$ cat config.mk
export PLATFORM = sky130hd
export DESIGN_NAME = sram_bus_ctrl
export DESIGN_NICKNAME = d
export VERILOG_FILES = /design/src/rtl/sram_ctl_pkg.sv /design/src/rtl/sram_phase_timer.sv /design/src/rtl/sram_ctl_fsm.sv /design/src/rtl/sram_ctl_datapath.sv /design/src/rtl/sram_bus_ctrl.sv
export SDC_FILE = /design/constraint.sdc
export NUM_CORES = 1
export LEC_CHECK = 0
export BUFFER_PORTS_ARGS = -buffer_cell sky130_fd_sc_hd__buf_2
export CORE_ASPECT_RATIO = 0.8
export CORE_MARGIN = 2
export CORE_UTILIZATION = 45
export CTS_CLUSTER_DIAMETER = 50
export DETAILED_ROUTE_END_ITERATION = 7
export PLACE_DENSITY = 0.77
export SYNTH_ARGS = -nofsm -noshare
export SYNTH_HDL_FRONTEND = slang
export SYNTH_SLANG_ARGS = --single-unit
$ cat constraint.sdc
create_clock -name clk -period 5.2 [get_ports clk]
set_clock_uncertainty 0.2 [all_clocks]
set_input_delay 0 -clock clk [delete_from_list [all_inputs] [get_ports clk]]
set_output_delay 0 -clock clk [all_outputs]
set_load 0.05 [all_outputs]
$ cat src/rtl/sram_ctl_pkg.sv
package sram_ctl_pkg;

    typedef enum logic [2:0] {
        ST_IDLE     = 3'd0,
        ST_RD_ACC   = 3'd1,
        ST_RD_TURN  = 3'd2,
        ST_WR_SETUP = 3'd3,
        ST_WR_PULSE = 3'd4,
        ST_WR_HOLD  = 3'd5
    } ctl_state_e;

    typedef struct packed {
        logic cs_n;
        logic oe_n;
        logic we_n;
        logic drive;
    } strobe_t;

    localparam strobe_t STROBE_QUIET = '{cs_n: 1'b1, oe_n: 1'b1, we_n: 1'b1, drive: 1'b0};

    function automatic int unsigned max_u(input int unsigned a, input int unsigned b);
        return (a > b) ? a : b;
    endfunction

    // whole clocks covering a minimum time, at least one
    function automatic int unsigned phase_cycles(input int unsigned min_ns,
                                                 input int unsigned clk_ns);
        int unsigned c;
        c = (min_ns + clk_ns - 1) / clk_ns;
        return (c == 0) ? 1 : c;
    endfunction

    function automatic int unsigned count_width(input int unsigned top);
        return (top < 2) ? 1 : $clog2(top + 1);
    endfunction

    function automatic strobe_t strobes_for(input ctl_state_e s);
        strobe_t r;
        r = STROBE_QUIET;
        case (s)
            ST_RD_ACC: begin
                r.cs_n = 1'b0;
                r.oe_n = 1'b0;
            end
            ST_WR_PULSE: begin
                r.cs_n  = 1'b0;
                r.we_n  = 1'b0;
                r.drive = 1'b1;
            end
            ST_WR_HOLD: r.drive = 1'b1;
            default: r = STROBE_QUIET;
        endcase
        return r;
    endfunction

endpackage

$ cat src/rtl/sram_phase_timer.sv
module sram_phase_timer #(
    parameter int unsigned CNT_W = 2
) (
    input  logic             clk,
    input  logic             rst,
    input  logic             load,
    input  logic [CNT_W-1:0] load_val,
    output logic             done
);
    logic [CNT_W-1:0] cnt_q;

    always_ff @(posedge clk) begin
        if (rst) begin
            cnt_q <= '0;
        end else if (load) begin
            cnt_q <= load_val;
        end else if (cnt_q != '0) begin
            cnt_q <= cnt_q - 1'b1;
        end
    end

    assign done = (cnt_q == '0);
endmodule

$ cat src/rtl/sram_ctl_fsm.sv
module sram_ctl_fsm
    import sram_ctl_pkg::*;
#(
    parameter int unsigned CNT_W    = 2,
    parameter int unsigned RD_LEN   = 2,
    parameter int unsigned TURN_LEN = 1,
    parameter int unsigned WR_LEN   = 2
) (
    input  logic             clk,
    input  logic             rst,
    input  logic             req,
    input  logic             wr,
    input  logic             tmr_done,
    output logic             tmr_load,
    output logic [CNT_W-1:0] tmr_val,
    output logic             accept,
    output logic             capture,
    output logic             ready,
    output strobe_t          strb
);
    localparam logic [CNT_W-1:0] RD_LOAD   = CNT_W'(RD_LEN - 1);
    localparam logic [CNT_W-1:0] TURN_LOAD = CNT_W'(TURN_LEN - 1);
    localparam logic [CNT_W-1:0] WR_LOAD   = CNT_W'(WR_LEN - 1);

    ctl_state_e state_q, state_d;
    strobe_t    strb_q;

    assign ready   = (state_q == ST_IDLE);
    assign accept  = ready && req;
    assign capture = (state_q == ST_RD_ACC) && tmr_done;

    always_comb begin
        state_d = state_q;
        case (state_q)
            ST_IDLE:     if (req) state_d = wr ? ST_WR_SETUP : ST_RD_ACC;
            ST_RD_ACC:   if (tmr_done) state_d = ST_RD_TURN;
            ST_RD_TURN:  if (tmr_done) state_d = ST_IDLE;
            ST_WR_SETUP: state_d = ST_WR_PULSE;
            ST_WR_PULSE: if (tmr_done) state_d = ST_WR_HOLD;
            ST_WR_HOLD:  state_d = ST_IDLE;
            default:     state_d = ST_IDLE;
        endcase
    end

    always_comb begin
        tmr_load = 1'b0;
        tmr_val  = '0;
        if (accept && !wr) begin
            tmr_load = 1'b1;
            tmr_val  = RD_LOAD;
        end else if (capture) begin
            tmr_load = 1'b1;
            tmr_val  = TURN_LOAD;
        end else if (state_q == ST_WR_SETUP) begin
            tmr_load = 1'b1;
            tmr_val  = WR_LOAD;
        end
    end

    // strobes come straight from flops, aligned with the state
    always_ff @(posedge clk) begin
        if (rst) begin
            state_q <= ST_IDLE;
            strb_q  <= STROBE_QUIET;
        end else begin
            state_q <= state_d;
            strb_q  <= strobes_for(state_d);
        end
    end

    assign strb = strb_q;
endmodule

$ cat src/rtl/sram_ctl_datapath.sv
module sram_ctl_datapath #(
    parameter int unsigned ADDR_W = 19,
    parameter int unsigned DATA_W = 8
) (
    input  logic              clk,
    input  logic              rst,
    input  logic              accept,
    input  logic              wr,
    input  logic              capture,
    input  logic [ADDR_W-1:0] host_addr,
    input  logic [DATA_W-1:0] host_wdata,
    input  logic [DATA_W-1:0] dq_in,
    output logic [ADDR_W-1:0] mem_addr,
    output logic [DATA_W-1:0] dq_out,
    output logic [DATA_W-1:0] rdata,
    output logic              rdata_valid
);
    logic [ADDR_W-1:0] addr_q;
    logic [DATA_W-1:0] wdat_q;
    logic [DATA_W-1:0] rdat_q;
    logic              vld_q;

    always_ff @(posedge clk) begin
        if (rst) begin
            addr_q <= '0;
            wdat_q <= '0;
            rdat_q <= '0;
            vld_q  <= 1'b0;
        end else begin
            vld_q <= capture;
            if (accept) begin
                addr_q <= host_addr;
                if (wr) wdat_q <= host_wdata;
            end
            if (capture) rdat_q <= dq_in;
        end
    end

    assign mem_addr    = addr_q;
    assign dq_out      = wdat_q;
    assign rdata       = rdat_q;
    assign rdata_valid = vld_q;
endmodule

$ cat src/rtl/sram_bus_ctrl.sv
module sram_bus_ctrl
    import sram_ctl_pkg::*;
#(
    parameter int unsigned ADDR_W        = 19,
    parameter int unsigned DATA_W        = 8,
    parameter int unsigned CLK_PERIOD_NS = 10,
    parameter int unsigned T_RC_NS       = 20,
    parameter int unsigned T_AA_NS       = 20,
    parameter int unsigned T_ACE_NS      = 20,
    parameter int unsigned T_OE_NS       = 8,
    parameter int unsigned T_HZ_NS       = 8,
    parameter int unsigned T_WC_NS       = 20,
    parameter int unsigned T_AW_NS       = 16,
    parameter int unsigned T_CW_NS       = 16,
    parameter int unsigned T_WP_NS       = 11,
    parameter int unsigned T_DW_NS       = 9
) (
    input  logic              clk,
    input  logic              rst,
    input  logic              host_req,
    input  logic              host_write,
    input  logic [ADDR_W-1:0] host_addr,
    input  logic [DATA_W-1:0] host_wdata,
    output logic              host_ready,
    output logic [DATA_W-1:0] host_rdata,
    output logic              rdata_valid,
    output logic [ADDR_W-1:0] mem_addr,
    output logic              cs_n,
    output logic              oe_n,
    output logic              we_n,
    output logic [DATA_W-1:0] dq_out,
    output logic              dq_drive,
    input  logic [DATA_W-1:0] dq_in
);
    localparam int unsigned RD_LEN = phase_cycles(
        max_u(max_u(T_RC_NS, T_AA_NS), max_u(T_ACE_NS, T_OE_NS)), CLK_PERIOD_NS);
    localparam int unsigned WR_LEN = phase_cycles(
        max_u(max_u(max_u(T_WC_NS, T_AW_NS), max_u(T_CW_NS, T_WP_NS)), T_DW_NS),
        CLK_PERIOD_NS);
    localparam int unsigned TURN_LEN = phase_cycles(T_HZ_NS, CLK_PERIOD_NS);
    localparam int unsigned CNT_W = count_width(max_u(max_u(RD_LEN, WR_LEN), TURN_LEN));

    logic             tmr_load;
    logic [CNT_W-1:0] tmr_val;
    logic             tmr_done;
    logic             accept;
    logic             capture;
    strobe_t          strb;

    sram_phase_timer #(.CNT_W(CNT_W)) u_timer (
        .clk      (clk),
        .rst      (rst),
        .load     (tmr_load),
        .load_val (tmr_val),
        .done     (tmr_done)
    );

    sram_ctl_fsm #(
        .CNT_W    (CNT_W),
        .RD_LEN   (RD_LEN),
        .TURN_LEN (TURN_LEN),
        .WR_LEN   (WR_LEN)
    ) u_fsm (
        .clk      (clk),
        .rst      (rst),
        .req      (host_req),
        .wr       (host_write),
        .tmr_done (tmr_done),
        .tmr_load (tmr_load),
        .tmr_val  (tmr_val),
        .accept   (accept),
        .capture  (capture),
        .ready    (host_ready),
        .strb     (strb)
    );

    sram_ctl_datapath #(.ADDR_W(ADDR_W), .DATA_W(DATA_W)) u_dp (
        .clk         (clk),
        .rst         (rst),
        .accept      (accept),
        .wr          (host_write),
        .capture     (capture),
        .host_addr   (host_addr),
        .host_wdata  (host_wdata),
        .dq_in       (dq_in),
        .mem_addr    (mem_addr),
        .dq_out      (dq_out),
        .rdata       (host_rdata),
        .rdata_valid (rdata_valid)
    );

    assign cs_n     = strb.cs_n;
    assign oe_n     = strb.oe_n;
    assign we_n     = strb.we_n;
    assign dq_drive = strb.drive;
endmodule

After elaboration in Yosys (flattened, before gate mapping)
Index checks and enable logic that the tools add are counted.
{"block": "totals", "ff_bits": 45, "word_cells": 47}
{"block": "op_classes", "addsub": 1, "eq_ne": 7, "muxes": 18, "reduce_logical": 11}
{"operator": "case mux 3 bit (5 select lines)", "n": 1}
{"operator": "2-to-1 mux 3 bit", "n": 4}
{"operator": "2-to-1 mux 2 bit", "n": 5}
{"operator": "equality test 3 bit (second input constant)", "n": 3}
{"operator": "2-to-1 mux 1 bit", "n": 8}
{"operator": "equality test 3 x 1 -> 1 bit (second input constant)", "n": 2}
{"operator": "equality test 3 x 2 -> 1 bit (second input constant)", "n": 2}
{"operator": "nonzero test 2 bit", "n": 2}
{"operator": "OR reduction 2 bit", "n": 2}
{"operator": "logical AND 1 bit", "n": 3}
{"operator": "zero test 3 bit", "n": 1}
{"operator": "zero test 2 bit", "n": 1}
{"operator": "AND reduction 2 bit", "n": 1}
{"operator": "subtractor 2 x 1 -> 2 bit (second input constant)", "n": 1}
{"operator": "zero test 1 bit", "n": 1}

Depth between registers and ports, before layout
Gate-level depths: netlist (run 1).
{"block": "depth", "ltp_word": 6, "ltp_mapped": 7}

Cells and area by module
Synthesis (run 1) repeated with hierarchy kept, for this count alone.
{"block": "unflattened", "cells_unflattened": 176, "hier_area_um2": 1835.5}
{"mod": "sram_ctl_datapath", "instances": 1, "cells_each": 126, "area_each_um2": 1371.3}
{"mod": "sram_ctl_fsm", "instances": 1, "cells_each": 38, "area_each_um2": 342.8}
{"mod": "sram_phase_timer", "instances": 1, "cells_each": 12, "area_each_um2": 121.4}

Worst setup path before layout (run 1)
OpenSTA, ideal clock, no wires.
{"block": "synth_timing", "path_kind": "register -> output", "from": "register u_fsm.state_q[0]", "to": "output host_ready", "t_arrival_ns": 1.657, "required_time_ns": 5.000, "path_slack_ns": 3.343, "stages_incl_launch_ff": 3, "n_path_buf": 1, "path_cell_list": "dfxtp_1 clkbuf_1 nor3_1"}
{"block": "synth_via", "elab_chain_cells": 1}
{"item": "start: declaration", "line": "sram_ctl_fsm.sv:25", "text": "ctl_state_e state_q, state_d;"}
{"item": "start signal: assignment", "line": "sram_ctl_fsm.sv:66", "text": "state_q <= state_d;"}
{"item": "zero test 3 bit", "line": "sram_ctl_fsm.sv:28", "text": "assign ready = (state_q == ST_IDLE);"}
{"item": "end: declaration", "line": "sram_bus_ctrl.sv:24", "text": "output logic host_ready,"}
Every way passes these cells.

Worst setup path after layout (run 1)
{"block": "layout_timing", "from": "register u_fsm.state_q[0]", "to": "register u_dp.wdat_q[4], in the netlist u_dp.dq_out[4]"}
{"block": "layout_via", "elab_chain_cells": 3}
{"item": "zero test 3 bit", "line": "sram_ctl_fsm.sv:28"}
{"item": "logical AND 1 bit", "line": "sram_ctl_fsm.sv:29", "text": "assign accept = ready && req;"}
{"item": "AND reduction 2 bit (no source line)"}
{"item": "end signal: assignment", "line": "sram_ctl_datapath.sv:33", "text": "if (wr) wdat_q <= host_wdata;"}
{"item": "end: declaration", "line": "sram_ctl_datapath.sv:19", "text": "logic [DATA_W-1:0] wdat_q;"}
Every way passes these cells.
A chain may end at the register's enable or synchronous reset.

==> results.py, run 1 <==
metrics = {
    "status": {
        "status": "complete, no violations",
    },
    "route": {
        "viasPerCell": 4.87,
        "wire_per_inst_microns": 12.3,
        "vias": 1787,
        "ant_nets": 0,
        "first_iter_violations": 117,
        "drc_errors": 0,
        "wl_microns": 4500,
        "dr.pass1.iters": 4,
    },
    "sta": {
        "period_share_pct": 43.2,
        "period_minus_slack_ns": 2.25,
        "final-hold-violation-count": 0,
        "slew_headroom_pct": 37.1,
        "timing.fmax_ghz": 0.445,
        "worstMarginPinSlew_ns": 0.943,
        "finalSetupTns_ns": 0,
        "slew_viol_final": 0,
        "setup_viol": 0,
        "rsz0062_at_grt": "false",
    },
    "setup_path": {
        "startpoint_type": "flip-flop",
        "r2r_start": "u_fsm.state_q[0]",
        "cp-end-kind": "flip-flop",
        "rrSetupSlack_ns": 2.95,
        "cp_max_fo": 28,
        "crit_start": "u_fsm.state_q[0]",
        "crit_type": "reg2reg",
        "worstPathRequired_ns": 5.21,
        "cp.arrival_ns": 2.25,
    },
    "cts": {
        "cts_root_buf": "clkbuf_8",
        "worst_setup_hold_path_clk_slew_ns": 0.08,
        "cts_buffers": 5,
        "max-clock-path-buffers": 2,
        "cts_setup_buffers": 0,
        "holdBufCountCts": 45,
        "cts_tree": "done",
        "clk_latency_ns": 0.28,
        "clock-sinks": 45,
        "cts_max_level": 2,
        "post_cts_resize_count": 0,
    },
    "logic_synthesis": {
        "synth_compound_area_share_pct": 17.8,
        "avgSynthCellArea_sq_um": 8.42,
        "synthCells": 206,
        "ys.flop_type": "dfxtp_1",
        "synth_edf_count": 0,
        "synthXorXnorAreaFrac_pct": 0.505,
        "yosys.cell_types.count": 29,
        "synth-simple-area-share_pct": 22.4,
        "async_flop_share_pct": 0,
        "yosysSeqAreaShare_pct": 51.9,
        "synth_mux_area_share_pct": 0.577,
        "synth_fp_nets": 246,
        "syn_area_sq_mm": 0.00173,
        "yosysWarningCount": 0,
        "synth_fa_ha_area_share_pct": 0.722,
        "synth_top_family_by_area": "simple AND/OR/NAND/NOR gates",
        "synth_seq_cells": 45,
    },
    "finish": {
        "nets": 362,
        "drive_gt1_share_pct": 27.9,
        "fin_cells": 367,
        "fillers": 296,
        "synthToLayoutAreaGrowth_pct": 54.2,
        "fin_util_pct": 71.2,
        "ff_latch_area_sq_um": 901,
        "antennaDiodeCount": 0,
        "multi_input_area_sq_um": 729,
    },
    "min_path": {
        "min_path_type": "in2reg",
        "min_from": "rst",
    },
    "floorplanning": {
        "start_util_pct": 46.2,
        "die_area_sq_mm": 0.00437,
        "die_h_microns": 59.5,
        "fp.dieW_microns": 73.4,
        "rows": 20,
        "core_area_sq_mm": 0.00375,
        "num_io_pins": 80,
    },
    "power_and_ir_drop": {
        "irDropWorstVdd_mv": 0.256,
        "power_density_mw_per_mm2": 436,
        "p_leak_uw": 0.00118,
    },
    "global_routing": {
        "antenna_found_initial": 0,
        "grt_max_degree": 44,
        "grt_pass1_vias": 1562,
        "grt_pass1_wl_microns": 7270,
        "gr-total-overflow": 0,
        "grt_usage_pct": 21.4,
    },
    "placement": {
        "routabilityCongestion": 0.776,
        "hpwl_microns": 2520,
        "placedCellCount": 314,
        "portBuffers": 79,
    },
    "flow_run": {
        "drv_cap": 0,
    },
}
==> cell usage in the layout, fill, tap and decap left out, drive strengths merged, types with 2 or more instances in the layout <==
cell type / Yosys / final
buf: 8 / 81
nand2: 58 / 58
dlygate4sd3: 0 / 45
dfxtp: 45 / 45
a21oi: 41 / 41
nand3: 8 / 8
o21ai: 8 / 8
clkbuf: 9 / 7
nor2: 4 / 4
inv: 3 / 3
or4b: 3 / 3
nand3b: 2 / 2
a21o: 2 / 2
==> routing by layer <==
layer / GRT usage (%) / wire length, microns
met1: 28.7 / 2110
met2: 34.6 / 2100
met3: 5.78 / 288
met4: 5.19 / 10
met5: 0 / 0
==> sequential cells by signal, summed over array words and instances, names as in the netlist <==
name              count
u_dp.mem_addr        19
u_dp.dq_out           8
u_dp.rdata            8
u_fsm.strb            4
u_fsm.state_q         3
u_timer.cnt_q         2
u_dp.rdata_valid      1
==> critical path: stages, from the launching register on <==
cell,delay (ns)
dfxtp_1,0.47
nor4b_4,0.32
buf_4,0.33
nand3_1,0.13
dlygate4sd3_1,0.58
a21oi_1,0.12
==> through the flow <==
stage	total power (uW)	hold slack, ns	cell area, sq um	setup WS [ns]
5_1_grt	1230	0.122	2670	2.78
3_5_place_dp	874	0.0465	2110	3.01
2_1_floorplan	793	-0.0640	1730	3.34
4_1_cts	1170	0.0770	2670	2.99
6_report	1170	0.101	2670	2.95
3_3_place_gp	867	0.0413	2110	3.06
==> cell type report <==
| cell class | count | share of cell area [%] |
|---|---|---|
| multi-input combinational | 141 | 27.3 |
| tap | 44 | 2.06 |
| timing repair buffer | 126 | 32.2 |
| clock buffer | 7 | 3.23 |
| inverter | 3 | 0.421 |
| clock inverter | 1 | 1.12 |
| sequential | 45 | 33.7 |
==> power by group <==
group          switching [uW]  total [uW]  internal, uW  leakage, uW
Clock                     108         265           157    0.0000585
Sequential               42.0         441           399     0.000368
Combinational             314         460           146     0.000757
==> final timing paths <==
kind	end	cells after the start
worst max register to register	u_dp.dq_out[4]	5
worst max-delay path	u_dp.dq_out[4]	5
worst min register to register	u_dp.rdata[6]	2
worst min-delay path	u_dp.rdata[6]	2
==> logic make-up (layout without fill, tap and decap cells) <==
kind of cell / Yosys count / after routing
AOI/OAI and AO/OA: 56 / 56
xor gates and xnor gates: 1 / 1
adders and majority gates: 1 / 1
buffers and inverters: 20 / 137
DFF: 45 / 45
muxes: 1 / 1
and+or+nand+nor: 82 / 82
==> cell usage after synthesis (all sizes together) (2+ instances only) <==
cell    instances  share of area (%)
a21o            2               0.87
a21oi          41                 12
buf             8                3.4
clkbuf          9                1.9
dfxtp          45                 52
inv             3               0.65
nand2          58                 13
nand3           8                2.3
nand3b          2               0.87
nor2            4               0.87
o21ai           8                2.5
or4b            3                1.7
Note: power is estimated with default switching activity, not from simulation.
==> run 2: changes to the inputs <==
clock period = 2.2 ns   (was 5.2 ns; I/O delays follow)
==> results.py, run 2 (synthesis results as in run 1) <==
metrics = {
    "status": {
        "status": "complete, no violations",
    },
    "finish": {
        "postLayoutCellArea_sq_mm": 0.00270,
        "antennaDiodeCount": 0,
        "fillers": 299,
        "fin_util_pct": 71.8,
        "layout_commonest_cell": "buf_2",
        "drive_gt1_share_pct": 29.1,
        "largest_reg_flops": 19,
        "nets": 369,
        "multi_input_area_sq_um": 729,
        "ff_latch_area_sq_um": 902,
        "synthToLayoutAreaGrowth_pct": 55.4,
        "final_cell_mix": "buf_2, nand2_1, dlygate4sd3_1, dfxtp_1, a21oi_1",
    },
    "global_routing": {
        "antenna_found_initial": 0,
        "grt_usage_pct": 21.0,
        "gr-total-overflow": 0,
        "grt_pass1_wl_microns": 7040,
        "grt_pass1_vias": 1614,
        "grt_max_degree": 44,
    },
    "route": {
        "vias": 1791,
        "wl_microns": 4480,
        "first_iter_violations": 51,
        "wire_per_inst_microns": 12.0,
        "ant_nets": 0,
        "viasPerCell": 4.79,
        "drc_errors": 0,
        "dr.pass1.iters": 5,
    },
    "placement": {
        "pre_cts_slack_ns": 0.345,
        "portBuffers": 79,
        "routabilityCongestion": 0.777,
        "hpwl_microns": 2650,
        "placed_area_sq_mm": 0.00215,
    },
    "cts": {
        "cts_buffers": 5,
        "clk_latency_ns": 0.28,
        "cts_tree": "done",
        "cts_max_level": 2,
        "clock-sinks": 45,
        "cts_root_buf": "clkbuf_8",
        "worst_setup_hold_path_clk_slew_ns": 0.08,
        "max-clock-path-buffers": 2,
    },
    "setup_path": {
        "crit_type": "reg2reg",
        "cp_slowest_cell": "dlygate4sd3_1",
        "startpoint_type": "flip-flop",
        "cp_max_fo": 9,
        "cp-end-kind": "flip-flop",
        "worstPathRequired_ns": 2.21,
        "worst_path_largest_cell_delay_ns": 0.58,
        "rrSetupSlack_ns": 0.11,
        "worstPathCellList": "buf_4 > nor4b_4 > buf_6 > nand3_1 > dlygate4sd3_1 > a21oi_1",
        "cp.arrival_ns": 2.09,
    },
    "sta": {
        "setup_viol": 0,
        "fin_hold_ws_ns": 0.0802,
        "period_minus_slack_ns": 2.09,
        "fin_ws_ns": 0.115,
        "worstMarginPinSlew_ns": 0.744,
        "slew_viol_final": 0,
        "slew_headroom_pct": 50.4,
        "final-hold-violation-count": 0,
        "period_share_pct": 94.8,
        "timing.fmax_ghz": 0.480,
    },
    "floorplanning": {
        "core_area_sq_mm": 0.00375,
        "rows": 20,
        "fp.dieW_microns": 73.4,
        "num_io_pins": 80,
        "die_area_sq_mm": 0.00437,
        "start_util_pct": 46.2,
        "die_h_microns": 59.5,
    },
    "power_and_ir_drop": {
        "combinationalPowerShare_pct": 43.9,
        "clockPowerShare_pct": 17.8,
        "power_density_mw_per_mm2": 981,
        "p_switching_uw": 1090,
        "power_frac_seq_pct": 38.4,
        "total_power_uw": 2640,
        "p_leak_uw": 0.00120,
        "switching_share_pct": 41.1,
        "irDropWorstVdd_mv": 0.516,
        "p_int_uw": 1560,
    },
    "min_path": {
        "min_path_type": "in2reg",
    },
    "flow_run": {
        "drv_cap": 0,
    },
}
## run 2: cell count changes in the layout (fill, tap and decap cells not counted)
cell and delta:
dfxtp_1 -1, bufinv_16 -1, buf_6 +1, clkbuf_8 -1, dfxtp_2 +1, buf_4 +6
clkbuf_1 +2
## run 2: routing by layer
metal / vias up / track usage (%) / wire length (microns)
met5: - / 0 / 0
met4: 0 / 5.45 / 0
met3: 0 / 5.61 / 259
met2: 60 / 37.1 / 2220
met1: 792 / 25.4 / 2000
li1: 939 / - / -
## run 2: path summary, 6_finish.rpt
| kind | startpoint | endpoint | cells after the start |
|---|---|---|---|
| max | u_fsm.state_q[1] | u_dp.dq_out[4] | 6 |
| min | rst | u_dp.rdata_valid | 2 |
| max reg2reg | u_fsm.state_q[1] | u_dp.dq_out[4] | 6 |
| min reg2reg | u_dp.mem_addr[7] | u_dp.mem_addr[7] | 2 |
## run 2: final cells by class
cell class / count / share of cell area [%]
Clock buffer: 8 / 2.97
Inverter: 3 / 0.418
Multi-Input combinational cell: 141 / 27.1
Sequential cell: 45 / 33.5
Tap cell: 44 / 2.04
Timing Repair Buffer: 133 / 34.0
## run 2: per-stage QoR
step | setup TNS (ns) | std cells
after floorplan | 0 | 206
after global placement | 0 | 320
after detailed placement | 0 | 320
after CTS | 0 | 373
after global routing | -0.00190 | 374
final | 0 | 374
## run 2: repair_timing
item / in CTS / in global routing
buffers inserted: 0 / 1
hold endpoints to repair: 39 / 0
hold buffers: 45 / 0
resized for setup: 0 / 2
setup endpoints to repair: 0 / 6
## run 2: power by group through the flow
stage          Combinational [uW]  Sequential (uW)  Clock [uW]
3_3_place_gp                 1070             1030           0
2_1_floorplan                 488             1390           0
6_report                     1160             1010         470
5_1_grt                      1260             1030         525
4_1_cts                      1150             1010         484
3_5_place_dp                 1080             1030           0
## run 2: critical path: cells and delay by family (launching register included)
family	cells	cell delay, ns
AO/OA/AOI/OAI	1	0.15
buffers and inverters	3	0.93
flip-flops	1	0.36
AND/OR/NAND/NOR	2	0.38
